===== src/rtl/ccgPkg.sv =====
package ccgPkg;

  // Strobes from the flow-control logic to the divider datapath
  typedef struct packed {
    logic holdLow;      // keep the clock low past a due rising edge
    logic flagOverrun;  // receive data would be lost at this edge
    logic flagUnderrun; // transmit data is missing at this edge
  } ctrlStbT;

endpackage


===== src/rtl/ccgModeRegs.sv =====
module ccgModeRegs #(
  parameter int DIV_W = 8,
  parameter int PWS_W = 3,
  parameter int REG_W = DIV_W + PWS_W + 4
) (
  input  logic             clk,
  input  logic             rstN,
  input  logic             regWrEn,
  input  logic [REG_W-1:0] regWrData,
  input  logic             wpEn,
  input  logic             pwsCmdValid,
  input  logic             pwsCmdOn,
  output logic [DIV_W-1:0] clkDiv,
  output logic [PWS_W-1:0] pwsDiv,
  output logic             rdProof,
  output logic             wrProof,
  output logic             forceByte,
  output logic             padValue,
  output logic             pwsOn,
  output logic             pwsReject
);

  localparam int PWS_LSB = DIV_W;
  localparam int RDP_BIT = DIV_W + PWS_W;
  localparam int WRP_BIT = RDP_BIT + 1;
  localparam int FB_BIT  = RDP_BIT + 2;
  localparam int PAD_BIT = RDP_BIT + 3;

  logic wrAccept;
  logic pwsZero;
  assign wrAccept = regWrEn && !wpEn;
  assign pwsZero  = (pwsDiv == '0);

  always_ff @(posedge clk) begin
    if (!rstN) begin
      clkDiv    <= '0;
      pwsDiv    <= '0;
      rdProof   <= 1'b0;
      wrProof   <= 1'b0;
      forceByte <= 1'b0;
      padValue  <= 1'b0;
    end else if (wrAccept) begin
      clkDiv    <= regWrData[DIV_W-1:0];
      pwsDiv    <= regWrData[PWS_LSB +: PWS_W];
      rdProof   <= regWrData[RDP_BIT];
      wrProof   <= regWrData[WRP_BIT];
      forceByte <= regWrData[FB_BIT];
      padValue  <= regWrData[PAD_BIT];
    end
  end

  always_ff @(posedge clk) begin
    if (!rstN) begin
      pwsOn     <= 1'b0;
      pwsReject <= 1'b0;
    end else begin
      pwsReject <= pwsCmdValid && pwsCmdOn && pwsZero;
      if (pwsCmdValid) begin
        if (!pwsCmdOn)
          pwsOn <= 1'b0;
        else if (!pwsZero)
          pwsOn <= 1'b1;
      end
    end
  end

  AST_WP_DROPS_WRITE: assert property (@(posedge clk) disable iff (!rstN)
    (wpEn && regWrEn) |=> ($stable(clkDiv) && $stable(pwsDiv) && $stable(rdProof)
                           && $stable(wrProof) && $stable(forceByte) && $stable(padValue)));

  AST_PWS_ZERO_REFUSED: assert property (@(posedge clk) disable iff (!rstN)
    (pwsCmdValid && pwsCmdOn && pwsDiv == '0) |=> (pwsReject && $stable(pwsOn)));

endmodule


===== src/rtl/ccgCtrl.sv =====
module ccgCtrl
  import ccgPkg::*;
(
  input  logic    riseDue,
  input  logic    rdProof,
  input  logic    wrProof,
  input  logic    xferActive,
  input  logic    xferRead,
  input  logic    rxFifoFull,
  input  logic    txFifoEmpty,
  output ctrlStbT stb
);

  logic rdRisk;
  logic wrRisk;
  assign rdRisk = xferActive && xferRead && rxFifoFull;
  assign wrRisk = xferActive && !xferRead && txFifoEmpty;

  always_comb begin
    stb = '0;
    if (riseDue) begin
      stb.holdLow      = (rdRisk && rdProof) || (wrRisk && wrProof);
      stb.flagOverrun  = rdRisk && !rdProof;
      stb.flagUnderrun = wrRisk && !wrProof;
    end
  end

endmodule


===== src/rtl/ccgDivider.sv =====
module ccgDivider
  import ccgPkg::*;
#(
  parameter int DIV_W = 8,
  parameter int PWS_W = 3
) (
  input  logic             clk,
  input  logic             rstN,
  input  logic [DIV_W-1:0] clkDiv,
  input  logic [PWS_W-1:0] pwsDiv,
  input  logic             pwsOn,
  input  ctrlStbT          stb,
  output logic             riseDue,
  output logic             cardClk,
  output logic             riseStb,
  output logic             overrunStb,
  output logic             underrunStb
);

  localparam int CNT_W = DIV_W + 1 + (1 << PWS_W);

  logic [CNT_W-1:0] cnt;
  logic [CNT_W-1:0] halfLat;
  logic [CNT_W-1:0] halfNext;
  logic [CNT_W-1:0] baseLen;
  logic [PWS_W:0]   shiftAmt;
  logic             clkQ;
  logic             atEnd;
  logic             fallDue;

  assign baseLen  = CNT_W'(clkDiv) + CNT_W'(1);
  assign shiftAmt = pwsOn ? ((PWS_W+1)'(pwsDiv) + (PWS_W+1)'(1)) : '0;
  assign halfNext = baseLen << shiftAmt;

  assign atEnd   = (cnt == halfLat - CNT_W'(1));
  assign riseDue = !clkQ && atEnd;
  assign fallDue = clkQ && atEnd;

  always_ff @(posedge clk) begin
    if (!rstN) begin
      cnt         <= '0;
      halfLat     <= CNT_W'(1);
      clkQ        <= 1'b0;
      riseStb     <= 1'b0;
      overrunStb  <= 1'b0;
      underrunStb <= 1'b0;
    end else begin
      riseStb     <= riseDue && !stb.holdLow;
      overrunStb  <= stb.flagOverrun;
      underrunStb <= stb.flagUnderrun;
      if (riseDue) begin
        if (!stb.holdLow) begin
          clkQ <= 1'b1;
          cnt  <= '0;
        end
      end else if (fallDue) begin
        clkQ    <= 1'b0;
        cnt     <= '0;
        halfLat <= halfNext;
      end else begin
        cnt <= cnt + CNT_W'(1);
      end
    end
  end

  assign cardClk = clkQ;

  AST_EDGE_AT_TERMINAL: assert property (@(posedge clk) disable iff (!rstN)
    (clkQ != $past(clkQ)) |-> $past(atEnd));

  AST_HOLD_KEEPS_LOW: assert property (@(posedge clk) disable iff (!rstN)
    stb.holdLow |=> !clkQ);

  AST_HIGH_NOT_CUT: assert property (@(posedge clk) disable iff (!rstN)
    (clkQ && !atEnd) |=> clkQ);

  AST_LEN_FIXED_IN_HIGH: assert property (@(posedge clk) disable iff (!rstN)
    (clkQ && $past(clkQ)) |-> $stable(halfLat));

  AST_RISE_STB_MARKS_EDGE: assert property (@(posedge clk) disable iff (!rstN)
    riseStb |-> (clkQ && !$past(clkQ)));

endmodule


===== src/rtl/cardClkGen.sv =====
module cardClkGen
  import ccgPkg::*;
#(
  parameter int DIV_W = 8,
  parameter int PWS_W = 3
) (
  input  logic                     clk,
  input  logic                     rstN,
  input  logic                     regWrEn,
  input  logic [DIV_W+PWS_W+3:0]   regWrData,
  input  logic                     wpEn,
  input  logic                     pwsCmdValid,
  input  logic                     pwsCmdOn,
  input  logic                     xferActive,
  input  logic                     xferRead,
  input  logic                     rxFifoFull,
  input  logic                     txFifoEmpty,
  output logic                     cardClk,
  output logic                     clkRiseStb,
  output logic                     overrunStb,
  output logic                     underrunStb,
  output logic                     pwsReject,
  output logic                     forceByte,
  output logic                     padValue
);

  localparam int REG_W = DIV_W + PWS_W + 4;

  logic [DIV_W-1:0] clkDiv;
  logic [PWS_W-1:0] pwsDiv;
  logic             rdProof;
  logic             wrProof;
  logic             pwsOn;
  logic             riseDue;
  ctrlStbT          stb;

  ccgModeRegs #(.DIV_W(DIV_W), .PWS_W(PWS_W), .REG_W(REG_W)) uRegs (
    .clk(clk), .rstN(rstN), .regWrEn(regWrEn), .regWrData(regWrData),
    .wpEn(wpEn), .pwsCmdValid(pwsCmdValid), .pwsCmdOn(pwsCmdOn),
    .clkDiv(clkDiv), .pwsDiv(pwsDiv), .rdProof(rdProof), .wrProof(wrProof),
    .forceByte(forceByte), .padValue(padValue), .pwsOn(pwsOn), .pwsReject(pwsReject)
  );

  ccgCtrl uCtrl (
    .riseDue(riseDue), .rdProof(rdProof), .wrProof(wrProof),
    .xferActive(xferActive), .xferRead(xferRead),
    .rxFifoFull(rxFifoFull), .txFifoEmpty(txFifoEmpty), .stb(stb)
  );

  ccgDivider #(.DIV_W(DIV_W), .PWS_W(PWS_W)) uDiv (
    .clk(clk), .rstN(rstN), .clkDiv(clkDiv), .pwsDiv(pwsDiv), .pwsOn(pwsOn),
    .stb(stb), .riseDue(riseDue), .cardClk(cardClk), .riseStb(clkRiseStb),
    .overrunStb(overrunStb), .underrunStb(underrunStb)
  );

endmodule


===== config.mk =====
export PLATFORM = sky130hd
export DESIGN_NAME = cardClkGen
export DESIGN_NICKNAME = d
export VERILOG_FILES = /design/src/rtl/ccgPkg.sv /design/src/rtl/ccgModeRegs.sv /design/src/rtl/ccgCtrl.sv /design/src/rtl/ccgDivider.sv /design/src/rtl/cardClkGen.sv
export SDC_FILE = /design/constraint.sdc
export NUM_CORES = 1
export LEC_CHECK = 0
export BUFFER_PORTS_ARGS = -buffer_cell sky130_fd_sc_hd__buf_2
export CAP_MARGIN = 20
export CORE_ASPECT_RATIO = 1.5
export CORE_MARGIN = 2
export CORE_UTILIZATION = 41
export CTS_BUF_LIST = sky130_fd_sc_hd__clkbuf_16
export CTS_CLUSTER_SIZE = 14
export DETAILED_ROUTE_END_ITERATION = 12
export GPL_TIMING_DRIVEN = 0
export MAX_ROUTING_LAYER = met4
export PLACE_DENSITY_LB_ADDON = 0.05
export RECOVER_POWER = 50
export REMOVE_ABC_BUFFERS = 1
export SYNTH_ARGS = -nofsm -noshare
export SYNTH_HDL_FRONTEND = slang
export SYNTH_SLANG_ARGS = --single-unit

===== constraint.sdc =====
create_clock -name clk -period 4.45 [get_ports clk]
set_clock_uncertainty 0.2 [all_clocks]
set_input_delay 0 -clock clk [delete_from_list [all_inputs] [get_ports clk]]
set_output_delay 0 -clock clk [all_outputs]
set_load 0.01 [all_outputs]

==> results.env <==
CRITPATHKIND='reg2reg'
CTS_TREE='yes'
RR_STARTPOINT='uDiv.halfLat[0]'
FINAL_DESIGN_AREA_NO_FILL_UM2=4620
NETLIST_TOP_CELLS_COUNT='sky130_fd_sc_hd__nand2_1 (75), sky130_fd_sc_hd__dfxtp_1 (55), sky130_fd_sc_hd__a21oi_1 (47)'
POST-DP-HPWL_UM=8370
YOSYSWARNINGCOUNT=0
DRT-VIAS-PER-INSTANCE=5.91
SEQ_AREA_FRAC_SYNTH_PCT=28.4
GRT_REMAINING_OVERFLOW=0
CRITPATHREQUIREDTIME_NS=4.50
R2R_END='uDiv.overrunStb'
FIN_WORST_HOLD_SLACK_NS=-0.00504
SYNTHTOLAYOUTAREAGROWTH_PCT=19.0
VIAS=4082
POWER-PER-CELL-AREA_nW_PER_UM2=393
CTS_SETUP_BUFFERS=0
SYNTH_AREA_UM2=3880
SYNTH_EDF_COUNT=0
FLOORPLAN.IO_PINS=32
COREAREA_UM2=9250
ROUTEDWLPERCELL_UM=16.5
MIN-DELAY-PATH-CLASS='in2reg'
NETLIST_TOP_CELLS_AREA='sky130_fd_sc_hd__dfxtp_1 (28%), sky130_fd_sc_hd__nand2_1 (7.3%), sky130_fd_sc_hd__a21oi_1 (6.1%)'
IR_WORST_VDD_uV=248
WORST-SLEW-PIN-TRANSITION_NS=1.24
DRIVE_ABOVE_1_SHARE_PCT=8.12
INPUT_OUTPUT_BUFFERS=31
TIMING.REG2REG.SETUP_SLACK_NS=0.30
DRC=0
MAX_FREQ_MHz=241
GRT_SETUP_UNREPAIRED='no'
GLOBALROUTETOTALUTIL_PCT=23.2
FINAL_ANTENNA_NET_COUNT=0
SYNTH_LARGEST_AREA_CELL='sky130_fd_sc_hd__dfxtp_1'
SYNTH_TOP_FLOP_CELL='sky130_fd_sc_hd__dfxtp_1'
TIMING.FINAL.CRIT_SHARE_PCT=93.3
FINALHOLDVIOLATIONS=1
DRT_FIRST_PASS_ITERS=5
NUMBER_OF_CELLS_ON_THE_WORST_REG_TO_REG_PATH=10
CRITPATHMAXFANOUT=18
SYNTHMOSTINSTANTIATEDCELL='sky130_fd_sc_hd__nand2_1'
FINALCRITICALPERIOD_NS=4.15
CTS_NUM_SINKS=55
SYN_INST=533
SYNTH_ASYNC_SR_FLOP_SHARE_PCT=0
DIE_W_UM=83.5
WIRE_LENGTH_OF_THE_FIRST_GLOBAL_ROUTING_PASS_UM=18800
PIN_COUNT_OF_THE_BIGGEST_NET_ENTERING_GLOBAL_ROUTING=29
FIRST_ITER_VIOLATIONS=193
P_LEAK_nW=1.69
FINAL_UTIL_PCT=49.9
PLACED_AREA_UM2=4090
CRIT_ARRIVAL_NS=4.20
AVGSYNTHCELLAREA_UM2=7.28
FLOORPLAN.INITIALDENSITY_PCT=42.0
MAX_CAP_VIOL_COUNT=0
ANTENNADIODECOUNT=0
FINAL-MAX-SLEW-VIOLATION-COUNT=0
CTS-BUFFERS-INSERTED=5
HOLD_END='uRegs.clkDiv[2]'
MAX_SLEW_HEADROOM_PCT=17.5
PATH_CLK_SLEW_NS=0.08
SYNTH_TOP_AREA_SHARE_PCT=28.4
H-TREE-DEPTH=2
CTS.PATH.MAX_BUFFERS=2
HOLD_PATH_STARTPOINT='wpEn'
SUM_NEG_SETUP_SLACK_NS=0
MULTI_INPUT_AREA_UM2=2580
CLOCKROOTBUFFER='sky130_fd_sc_hd__clkbuf_16'
CP-END-KIND='register'
ENDPOINTS_FAILING_SETUP=0
GP_CONGESTION=0.903
WORSTSKEWPAIRLATENCY_NS=0.31
REGISTER_AREA_UM2=1100
CP-START-KIND='register'
RUN_STATUS='finished with violations'
HOLD_DEPTH=4
SYNTH_CELL_TYPE_COUNT=61
FINAL_NETS=608
FILLERS=948
VIAS_IN_THE_FIRST_GLOBAL_ROUTE=3868
GRT_ANTENNA_BEFORE_REPAIR=0
YS_FF_LATCH=55
DIE_AREA_UM2=10300
DIE_HEIGHT_UM=123
ROUTE.FINAL.WIRE_LENGTH_UM=11400
FAILED_CHECKS='hold timing'
ROW_COUNT=43
[placed cells by master (no fill, tap or decap), drive strengths merged, types with 6 or more instances in the layout]
master,count
o31ai,10
a31oi,7
o22ai,13
nor3,17
nor2,34
dlygate4sd3,38
nand2,76
buf,28
nor2b,9
and3,10
nand3,24
xor2,8
dfxtp,55
clkbuf,13
a211oi,7
xnor2,15
and2,10
o21ai,16
nor4,10
a21oi,47
mux2i,17
nand4,33
inv,16
o211ai,6
[critical path, cell delays in order (launching register included)]
cell and delay [ns]:
sky130_fd_sc_hd__dfxtp_1 0.38, sky130_fd_sc_hd__inv_1 0.11, sky130_fd_sc_hd__ha_1 0.22, sky130_fd_sc_hd__or3b_2 0.49
sky130_fd_sc_hd__or4_4 0.50, sky130_fd_sc_hd__a2111oi_0 0.37, sky130_fd_sc_hd__and4b_1 0.39, sky130_fd_sc_hd__o21a_2 0.45
sky130_fd_sc_hd__nand2_2 0.12, sky130_fd_sc_hd__nor4_1 0.28, sky130_fd_sc_hd__dlygate4sd3_1 0.58
[state kept, by name, summed over array words and instances (netlist names)]
name              flops
uRegs.pwsReject       1
uDiv.cnt             17
uRegs.forceByte       1
uRegs.padValue        1
uRegs.wrProof         1
uDiv.underrunStb      1
uDiv.riseStb          1
uRegs.pwsOn           1
uDiv.cardClk          1
uDiv.overrunStb       1
uDiv.halfLat         17
uRegs.clkDiv          8
uRegs.rdProof         1
uRegs.pwsDiv          3
[what timing repair did]
action,4_1_cts,5_1_grt
hold buffers,38,0
resized for setup,0,2
hold endpoints to repair,23,0
setup endpoints to repair,0,2
[worst max-delay path by stage]
| stage | start | to | slack, ns | cells after the start |
|---|---|---|---|---|
| finish | uDiv.halfLat[0] | uDiv.overrunStb | 0.30 | 10 |
| global route | uDiv.halfLat[0] | uDiv.underrunStb | 0.11 | 10 |
| CTS | uDiv.halfLat[0] | uDiv.overrunStb | 0.17 | 10 |
| detailed placement | uDiv.halfLat[0] | uDiv.halfLat[7] | 0.50 | 9 |
| global placement | uDiv.halfLat[4] | uDiv.cnt[4] | 0.30 | 7 |
| floorplan | uDiv.halfLat[4] | uDiv.cnt[10] | 1.20 | 7 |
[where the power goes]
group / internal (mW) / leakage (nW) / switching (mW)
Sequential: 0.528 / 0.446 / 0.0519
Combinational: 0.276 / 1.16 / 0.532
Clock: 0.218 / 0.0776 / 0.210
Total: 1.02 / 1.69 / 0.794
[stage by stage]
step                      worst slack, ns  total power, mW  std cells
final                               0.300             1.82        691
after global routing                0.109             1.94        691
after CTS                           0.172             1.81        691
after detailed placement            0.500             1.36        645
after global placement              0.300             1.33        640
after floorplan                      1.20             1.10        497
[cell type report]
| class | count | area share (%) |
|---|---|---|
| tap | 112 | 3.03 |
| sequential | 55 | 23.8 |
| inverter | 14 | 1.14 |
| timing repair buffer | 74 | 12.6 |
| clock buffer | 5 | 2.71 |
| clock inverter | 3 | 0.731 |
| multi-input combinational | 428 | 55.9 |
[metal layers]
metal | part of all wire [%] | vias up | GRT usage [%] | wire [um]
met5 | 0 | - | - | 0
met4 | 3.2 | 0 | 9.27 | 366
met3 | 2.6 | 23 | 3.07 | 294
met2 | 55 | 82 | 45.9 | 6320
met1 | 39 | 1922 | 22.9 | 4440
li1 | - | 2055 | - | -
[kinds of logic (layout without fill, tap and decap cells)]
| kind of cell | after synthesis | count (layout) | synth area share [%] |
|---|---|---|---|
| adders and majority gates | 5 | 5 | 1.61 |
| muxes | 18 | 18 | 4.67 |
| xor gates and xnor gates | 23 | 23 | 5.19 |
| AOI/OAI and AO/OA | 129 | 129 | 21.3 |
| and+or+nand+nor | 253 | 253 | 33.6 |
| DFF | 55 | 55 | 28.4 |
| buffers and inverters | 50 | 96 | 5.22 |
No activity file was read; power rests on OpenSTA's default activity.
